==> src/rtl/msa_pkg.sv <==
package msa_pkg;
  localparam int unsigned SIG_W   = 16;
  localparam logic [SIG_W-1:0] FB_POLY = 16'h100B;
  localparam int unsigned MAP_W   = 8;
  localparam int unsigned MAX_OUT = 128;

  // Output k feeds analyzer k mod n_sa.
  function automatic logic [MAP_W*MAX_OUT-1:0] rr_map(input int unsigned n_sa);
    logic [MAP_W*MAX_OUT-1:0] m;
    m = '0;
    for (int k = 0; k < MAX_OUT; k++) begin
      m[k*MAP_W +: MAP_W] = MAP_W'(k % n_sa);
    end
    return m;
  endfunction
endpackage

==> src/rtl/msa_fold.sv <==
module msa_fold #(
  parameter int unsigned N_OUT = 12,
  parameter int unsigned N_SA  = 5,
  parameter logic [msa_pkg::MAP_W*msa_pkg::MAX_OUT-1:0] OUT_MAP = msa_pkg::rr_map(5)
) (
  input  logic [N_OUT-1:0]                 resp,
  output logic [N_SA*msa_pkg::SIG_W-1:0]   fold
);
  localparam int unsigned SW = msa_pkg::SIG_W;
  localparam int unsigned MW = msa_pkg::MAP_W;

  for (genvar a = 0; a < N_SA; a++) begin : g_sa
    always_comb begin
      fold[a*SW +: SW] = '0;
      for (int k = 0; k < N_OUT; k++) begin
        if (int'(OUT_MAP[k*MW +: MW]) == a) begin
          fold[a*SW + (k % SW)] = fold[a*SW + (k % SW)] ^ resp[k];
        end
      end
    end
  end
endmodule

==> src/rtl/msa_misr.sv <==
module msa_misr #(
  parameter int unsigned SIG_W = 16,
  parameter logic [SIG_W-1:0] POLY = 16'h100B
) (
  input  logic             clk,
  input  logic             rst_n,
  input  logic             load,
  input  logic [SIG_W-1:0] seed,
  input  logic             step,
  input  logic [SIG_W-1:0] din,
  output logic [SIG_W-1:0] sig
);
  logic [SIG_W-1:0] sig_q, sig_nxt;
  logic [SIG_W-1:0] fb;

  always_comb begin
    fb      = sig_q[SIG_W-1] ? POLY : '0;
    sig_nxt = sig_q;
    if (load) begin
      sig_nxt = seed;
    end else if (step) begin
      sig_nxt = {sig_q[SIG_W-2:0], 1'b0} ^ fb ^ din;
    end
  end

  always_ff @(posedge clk or negedge rst_n) begin
    if (!rst_n) begin
      sig_q <= '0;
    end else if (load || step) begin
      sig_q <= sig_nxt;
    end
  end

  assign sig = sig_q;
endmodule

==> src/rtl/msa_classify.sv <==
module msa_classify #(
  parameter int unsigned N_SA    = 5,
  parameter int unsigned N_FAULT = 24
) (
  input  logic [N_SA-1:0]         cw,
  input  logic [N_FAULT*N_SA-1:0] masks,
  output logic [N_FAULT-1:0]      cls
);
  logic [N_FAULT-1:0] and_acc, or_acc;

  always_comb begin
    and_acc = '1;
    or_acc  = '0;
    for (int i = 0; i < N_SA; i++) begin
      if (cw[i]) and_acc = and_acc & masks[i*N_FAULT +: N_FAULT];
      else       or_acc  = or_acc  | masks[i*N_FAULT +: N_FAULT];
    end
    cls = (|cw) ? (and_acc & ~or_acc) : '0;
  end
endmodule

==> src/rtl/msa_diag.sv <==
module msa_diag #(
  parameter int unsigned N_OUT   = 12,
  parameter int unsigned N_SA    = 5,
  parameter int unsigned N_FAULT = 24,
  parameter logic [msa_pkg::MAP_W*msa_pkg::MAX_OUT-1:0] OUT_MAP = msa_pkg::rr_map(N_SA)
) (
  input  logic                           clk,
  input  logic                           rst_n,
  input  logic                           seed_load,
  input  logic [N_SA*msa_pkg::SIG_W-1:0] seed_val,
  input  logic                           ref_load,
  input  logic [N_SA*msa_pkg::SIG_W-1:0] ref_val,
  input  logic                           resp_valid,
  input  logic [N_OUT-1:0]               resp_data,
  input  logic                           sess_end,
  input  logic [N_FAULT*N_SA-1:0]        fault_mask,
  output logic [N_SA-1:0]                codeword,
  output logic [N_FAULT-1:0]             suspect
);
  localparam int unsigned SW  = msa_pkg::SIG_W;
  localparam int unsigned SGW = N_SA * SW;

  if (N_SA < 2 || N_SA > N_OUT) begin : g_bad_cfg
    $error("analyzer count out of range");
  end

  logic [SGW-1:0]     fold;
  logic [SGW-1:0]     sig_all;
  logic [SGW-1:0]     ref_q, ref_nxt;
  logic [N_SA-1:0]    mismatch;
  logic [N_FAULT-1:0] cls;
  logic [N_SA-1:0]    cw_q, cw_nxt;
  logic [N_FAULT-1:0] sus_q, sus_nxt;
  logic               step;

  assign step = resp_valid && !seed_load;

  msa_fold #(.N_OUT(N_OUT), .N_SA(N_SA), .OUT_MAP(OUT_MAP)) u_fold (
    .resp (resp_data),
    .fold (fold)
  );

  for (genvar a = 0; a < N_SA; a++) begin : g_an
    msa_misr #(.SIG_W(SW), .POLY(msa_pkg::FB_POLY)) u_misr (
      .clk   (clk),
      .rst_n (rst_n),
      .load  (seed_load),
      .seed  (seed_val[a*SW +: SW]),
      .step  (step),
      .din   (fold[a*SW +: SW]),
      .sig   (sig_all[a*SW +: SW])
    );
    assign mismatch[a] = (sig_all[a*SW +: SW] != ref_q[a*SW +: SW]);
  end

  msa_classify #(.N_SA(N_SA), .N_FAULT(N_FAULT)) u_cls (
    .cw    (mismatch),
    .masks (fault_mask),
    .cls   (cls)
  );

  always_comb begin
    ref_nxt = ref_load ? ref_val : ref_q;
    cw_nxt  = cw_q;
    sus_nxt = sus_q;
    if (seed_load) begin
      cw_nxt  = '0;
      sus_nxt = '0;
    end else if (sess_end) begin
      cw_nxt  = mismatch;
      sus_nxt = cls;
    end
  end

  always_ff @(posedge clk or negedge rst_n) begin
    if (!rst_n) begin
      ref_q <= '0;
    end else if (ref_load) begin
      ref_q <= ref_nxt;
    end
  end

  always_ff @(posedge clk or negedge rst_n) begin
    if (!rst_n) begin
      cw_q  <= '0;
      sus_q <= '0;
    end else if (seed_load || sess_end) begin
      cw_q  <= cw_nxt;
      sus_q <= sus_nxt;
    end
  end

  assign codeword = cw_q;
  assign suspect  = sus_q;
endmodule

==> config.mk <==
export PLATFORM = sky130hd
export DESIGN_NAME = msa_diag
export DESIGN_NICKNAME = d
export VERILOG_FILES = /design/src/rtl/msa_pkg.sv /design/src/rtl/msa_fold.sv /design/src/rtl/msa_misr.sv /design/src/rtl/msa_classify.sv /design/src/rtl/msa_diag.sv
export SDC_FILE = /design/constraint.sdc
export NUM_CORES = 1
export LEC_CHECK = 0
export ABC_AREA = 1
export BUFFER_PORTS_ARGS = -buffer_cell sky130_fd_sc_hd__buf_2
export CORE_AREA = 2 2 153 155
export DETAILED_ROUTE_END_ITERATION = 7
export DIE_AREA = 0 0 155 157
export GPL_ROUTABILITY_DRIVEN = 0
export PLACE_DENSITY = 0.83
export REMOVE_ABC_BUFFERS = 1
export SLEW_MARGIN = 20
export SYNTH_ARGS = -nofsm -noshare
export SYNTH_HDL_FRONTEND = slang
export SYNTH_SLANG_ARGS = --single-unit
==> constraint.sdc <==
create_clock -name clk -period 1.97 [get_ports clk]
set_input_delay 0.394 -clock clk [delete_from_list [all_inputs] [get_ports clk]]
set_output_delay 0.394 -clock clk [all_outputs]
set_load 0.01 [all_outputs]
==> results.sh, run 1 <==
export IMPL_synth_warnings=0
export IMPL_required_ps=2300
export IMPL_path_depth=13
export IMPL_grt_max_degree=89
export IMPL_cpPeakStageDelay_ps=430
export IMPL_viasPerCell=5.255
export IMPL_setup_viol_count_final=0
export IMPL_clkLatencyLatePin_ps=440
export IMPL_cts_buffers=17
export IMPL_min_path_cells=3
export IMPL_top_level_ports=327
export IMPL_path_clk_slew_ps=90
export IMPL_vias=13190
export IMPL_cts_tree="yes"
export IMPL_status="finished clean"
export IMPL_fin_nets=2505
export IMPL_netlist_instances=1872
export IMPL_max_freq_mhz=527.2
export IMPL_reg2reg_to="suspect[21]$_DFFE_PN0P_"
export IMPL_clock_path_buffers=2
export IMPL_critPathTopFamily="simple AND/OR/NAND/NOR gates"
export IMPL_endpoint_kind="flip-flop"
export IMPL_synth_top_area_share_pct=39.02
export IMPL_rr_startpoint="g_an[2].u_misr.sig[0]$_DFFE_PN0P_"
export IMPL_drt_wl_total_mm=39.42
export IMPL_ys_top_cells_by_area="dfrtp_1 39%, nand2_1 24%, inv_1 9.5%"
export IMPL_syn2layout_area_growth_pct=26.72
export IMPL_r2r_slack_ps=70
export IMPL_dr_pass1_iters=8
export IMPL_tightest_slew_ps=463.0
export IMPL_track_usage_pct=31.54
export IMPL_htreeDepth=4
export IMPL_ys_seq_area_share_pct=39.02
export IMPL_grt_pass1_wl_mm=60.67
export IMPL_nFillCells=1889
export IMPL_dieArea_mm2=0.02434
export IMPL_grt_overflow=0
export IMPL_slew_headroom_pct=69.14
export IMPL_p_per_area_mw_per_mm2=679.1
export IMPL_antenna_found_initial=5
export IMPL_cp_slowest_cell="dfrtp_1"
export IMPL_cts_root_buffer="clkbuf_16"
export IMPL_crit_arrival_ps=2220
export IMPL_maxCapViolCount=0
export IMPL_path_class="flip-flop to flip-flop"
export IMPL_fin_worst_skew_ps=19.40
export IMPL_timing_hold_ws_ps=153.8
export IMPL_irDropWorstVdd_mv=0.6198
export IMPL_cp_start_kind="flip-flop"
export IMPL_syn_area_mm2=0.01212
export IMPL_fin_crit_sh_pct=96.29
export IMPL_layout_min_cycle_time_ps=1897
export IMPL_mostFrequentLayoutCells="775 x nand2_1, 324 x buf_2, 298 x inv_1"
export IMPL_fin_cells=2509
export IMPL_drc=0
export IMPL_port_buffers=326
export IMPL_maxSlewViolCount=0
export IMPL_post_drt_wl_per_cell_um=15.71
export IMPL_start_util_pct=53.86
export IMPL_layout_commonest_cell="nand2_1"
export IMPL_path_max_fanout=7
export IMPL_fp_dieH_um=157
export IMPL_core_mm2=0.02250
export IMPL_holdPathEnd="ref_q[53]$_DFFE_PN0P_"
export IMPL_ys_ff_latch=189
export IMPL_p_leak_nw=9.066
export IMPL_crit_chain="nand2_1 > nand2_1 > nor2_1 > nand2_1 > nor2_4 > nand2_4 > inv_4 > nand2_4 > nor2_8 > clkbuf_16 > nor2_2 > nand2_1 > nand2_1"
export IMPL_path_common_cell="nand2_1"
export IMPL_worstHoldStart="ref_val[53]"
export IMPL_drt_iter0_drc=1121
export IMPL_hold_path_class="primary input to flip-flop"
export IMPL_rsz0062_at_grt="true"
export IMPL_row_count=55
export IMPL_drive_gt1_share_pct=23.60
export IMPL_hpwl_mm=28.25
export IMPL_dieWidth_um=155
export IMPL_grt_pass1_vias=12580
export IMPL_route_antenna_remaining_nets=0
export IMPL_clock_sinks=189
export IMPL_syn_avg_cell_area_um2=6.475
export IMPL_dp_cells=2451
export IMPL_hold_violations=0
export IMPL_yosysTopAreaCell="dfrtp_1"
export IMPL_reg2reg_depth=13
export IMPL_synth_cell_types=30
export IMPL_cp_num_buf_inv=2
==> worst min-delay path, stage by stage <==
cell and delay, ps:
buf_2 70, nand2_1 40, o21ai_0 50
==> sequential cells by signal, summed over array words and instances, names as in the netlist <==
| register | flops |
|---|---|
| suspect | 24 |
| g_an.u_misr.sig | 80 |
| codeword | 5 |
| ref_q | 80 |
==> synthesized netlist by cell type, drive strengths merged <==
cell type  count
xnor2         31
o221ai        70
clkinv         9
o211ai         6
inv          344
nand2        789
nor3           1
a21oi          3
nand3b         9
clkbuf        46
nand4          1
o21ai         90
dfrtp        189
xor2           7
buf           34
nor2         116
nand3        115
and2           1
a22oi          4
mux2           7
==> stage by stage <==
step / TNS [ps] / power [mW] / worst slack (ps) / util [%] / area, um2
6_report: 0 / 10.43 / 73.01 / 68.25 / 15360
4_1_cts: 0 / 10.32 / 14.96 / 66.71 / 15010
5_1_grt: -357.0 / 10.93 / -33.74 / 68.23 / 15350
3_3_place_gp: 0 / 6.654 / 104.6 / 63.95 / 14390
2_1_floorplan: -18910 / 5.749 / -770.6 / - / 11760
3_5_place_dp: 0 / 6.738 / 53.16 / 63.95 / 14390
==> power breakdown <==
group	internal, mW	switching, mW	total, mW
Clock	1.75	1.87	3.62
Sequential	4.23	0.262	4.49
Combinational	0.962	1.36	2.33
==> logic make-up (layout without fill, tap and decap cells) <==
family	after synthesis	in the layout	share of synthesized area, %
xor gates and xnor gates	38	38	2.746
muxes	7	7	0.6504
DFF	189	189	39.02
and+or+nand+nor	1032	1032	34.16
other	0	4	0
AOI/OAI and AO/OA	173	173	9.518
buffers and inverters	433	781	13.91
==> worst max-delay path by stage <==
stage,from,to,slack [ps]
floorplan,seed_load,suspect[14]$_DFFE_PN0P_,-770
global placement,g_an[3].u_misr.sig[7]$_DFFE_PN0P_,suspect[15]$_DFFE_PN0P_,100
detailed placement,g_an[4].u_misr.sig[15]$_DFFE_PN0P_,suspect[17]$_DFFE_PN0P_,50
CTS,g_an[4].u_misr.sig[15]$_DFFE_PN0P_,suspect[17]$_DFFE_PN0P_,10
global route,g_an[4].u_misr.sig[0]$_DFFE_PN0P_,suspect[7]$_DFFE_PN0P_,-30
finish,g_an[2].u_misr.sig[0]$_DFFE_PN0P_,suspect[21]$_DFFE_PN0P_,70
==> per-layer routing <==
layer	up-vias	GRT usage [%]	routed length, um
li1	6359	-	-
met1	5929	39.60	15350
met2	756	53.44	18540
met3	137	5.369	3738
met4	4	14.51	1773
met5	-	0	25
==> what timing repair did <==
item	4_1_cts	5_1_grt
resized for setup	0	51
hold buffers	1	0
setup endpoints to repair	0	24
setup buffers	0	19
hold endpoints to repair	43	0
==> final cells by class <==
class | instances | area, um2 | share of cell area, %
clock buffer | 18 | 429.2 | 2.794
antenna | 4 | 10.01 | 0.06517
timing repair buffer | 396 | 2500 | 16.28
tap | 285 | 356.6 | 2.322
inverter | 353 | 1328 | 8.644
clock inverter | 14 | 182.7 | 1.189
multi-input combinational | 1250 | 5816 | 37.87
sequential | 189 | 4737 | 30.84
Note: power is estimated with default switching activity, not from simulation.
==> run 2: changes to the inputs <==
CORE_AREA = 2 2 215 111   (was 2 2 153 155)
DIE_AREA = 0 0 217 113   (was 0 0 155 157)
==> results.sh, run 2 (synthesis results as in run 1) <==
export IMPL_status="finished clean"
export IMPL_core_mm2=0.02254
export IMPL_hold_path_class="primary input to flip-flop"
export IMPL_crit_chain="inv_1 > nand2_1 > nand2_1 > inv_1 > nand2_1 > nor2_1 > nand2_1 > nor2_1 > buf_4 > nand3_4 > nor2_8 > clkbuf_16 > nor2_1 > nand2_1 > nand2_1"
export IMPL_htreeDepth=4
export IMPL_fin_crit_sh_pct=92.95
export IMPL_setup_viol_count_final=0
export IMPL_antenna_found_initial=10
export IMPL_tightest_slew_ps=559.6
export IMPL_grt_max_degree=50
export IMPL_path_clk_slew_ps=70
export IMPL_hold_violations=0
export IMPL_track_usage_pct=31.15
export IMPL_cp_slowest_cell="dfrtp_1"
export IMPL_cp_num_buf_inv=4
export IMPL_cts_buffers=17
export IMPL_layout_commonest_cell="nand2_1"
export IMPL_dieArea_mm2=0.02452
export IMPL_cts_tree="yes"
export IMPL_grt_pass1_wl_mm=60.68
export IMPL_layout_min_cycle_time_ps=1831
export IMPL_irDropWorstVdd_mv=0.5083
export IMPL_path_max_fanout=8
export IMPL_drc=0
export IMPL_cp_start_kind="flip-flop"
export IMPL_p_leak_nw=9.011
export IMPL_row_count=39
export IMPL_top_level_ports=327
export IMPL_slew_headroom_pct=62.69
export IMPL_clock_sinks=189
export IMPL_port_buffers=326
export IMPL_crit_arrival_ps=2170
export IMPL_required_ps=2310
export IMPL_timing_hold_ws_ps=151.1
export IMPL_grt_overflow=0
export IMPL_fin_nets=2501
export IMPL_final_core_util_pct=67.52
export IMPL_endpoint_kind="flip-flop"
export IMPL_p_per_area_mw_per_mm2=669.6
export IMPL_dieWidth_um=217
export IMPL_viasPerCell=5.154
export IMPL_mostFrequentLayoutCells="781 x nand2_1, 323 x buf_2, 302 x inv_1"
export IMPL_vias=13040
export IMPL_clkLatencyLatePin_ps=450
export IMPL_fin_worst_skew_ps=8.351
export IMPL_drt_iter0_drc=1496
export IMPL_dr_pass1_iters=5
export IMPL_drive_gt1_share_pct=22.65
export IMPL_critPathTopFamily="simple AND/OR/NAND/NOR gates"
export IMPL_path_common_cell="nand2_1"
export IMPL_route_antenna_remaining_nets=0
export IMPL_fin_ws_ps=138.9
export IMPL_maxSlewViolCount=0
export IMPL_rsz0062_at_grt="true"
export IMPL_cpPeakStageDelay_ps=350
export IMPL_drt_wl_total_mm=38.17
export IMPL_clock_path_buffers=2
export IMPL_start_util_pct=53.76
export IMPL_grt_pass1_vias=12380
export IMPL_fp_dieH_um=113
export IMPL_max_freq_mhz=546.1
export IMPL_cts_root_buffer="clkbuf_16"
export IMPL_hpwl_mm=27.28
export IMPL_syn2layout_area_growth_pct=25.58
export IMPL_path_class="flip-flop to flip-flop"
export IMPL_post_drt_wl_per_cell_um=15.08
export IMPL_pre_cts_ws_ps=82.22
export IMPL_maxCapViolCount=0
run 2: metal layers:
metal	up-vias	track usage, %	wire length, um
met1	5948	39.59	15790
met4	2	15.16	1555
met3	112	5.108	3122
met5	-	0	13
met2	598	52.25	17690
li1	6384	-	-
run 2: stage by stage:
step	instance area [um2]	std cells	total power, mW	setup TNS, ps
final	15220	2531	10.19	0
after floorplan	11760	1792	5.749	-18910
after detailed placement	14400	2479	6.707	0
after global placement	14400	2479	6.644	0
after CTS	14990	2512	10.15	0
after global routing	15220	2531	10.74	-168.2
run 2: cell type report:
type                    instances  area, um2
clock inverters                13      136.4
repair buffers                392       2394
fillers                      2017       7323
well taps                     307      384.1
flip-flops and latches        189       4736
multi-input cells            1250       5781
diodes                          8      20.02
clock buffers                  19      442.9
inverters                     353       1328
run 2: worst paths after layout:
path / end / slack (ps) / start / cells after the start
min: ref_q[66]$_DFFE_PN0P_ / 150 / ref_val[66] / 3
min in group asynchronous: g_an[2].u_misr.sig[12]$_DFFE_PN0P_ / 460 / rst_n / 2
max: suspect[11]$_DFFE_PN0P_ / 140 / g_an[1].u_misr.sig[14]$_DFFE_PN0P_ / 15
max in group asynchronous: g_an[0].u_misr.sig[3]$_DFFE_PN0P_ / 930 / rst_n / 3
max reg2reg: suspect[11]$_DFFE_PN0P_ / 140 / g_an[1].u_misr.sig[14]$_DFFE_PN0P_ / 15
min reg2reg: suspect[14]$_DFFE_PN0P_ / 480 / suspect[14]$_DFFE_PN0P_ / 2
run 2: worst reg2reg max path: stages, from the launching register on:
cell and delay [ps]:
dfrtp_1 350, inv_1 70, nand2_1 80, nand2_1 100, inv_1 70, nand2_1 50
nor2_1 90, nand2_1 60, nor2_1 110, buf_4 160, nand3_4 90, nor2_8 180
clkbuf_16 180, nor2_1 40, nand2_1 50, nand2_1 50
run 2: power breakdown:
group / switching, mW / internal, mW / total (mW)
registers: 0.257 / 4.23 / 4.49
clock network: 1.65 / 1.81 / 3.46
logic: 1.32 / 0.928 / 2.25
total: 3.22 / 6.97 / 10.2
run 2: what timing repair did:
item | in CTS | in global routing
buffers inserted | 0 | 9
hold buffers | 1 | 0
endpoints found under the hold margin | 42 | 0
setup endpoints to repair | 0 | 24
resized for setup | 0 | 31
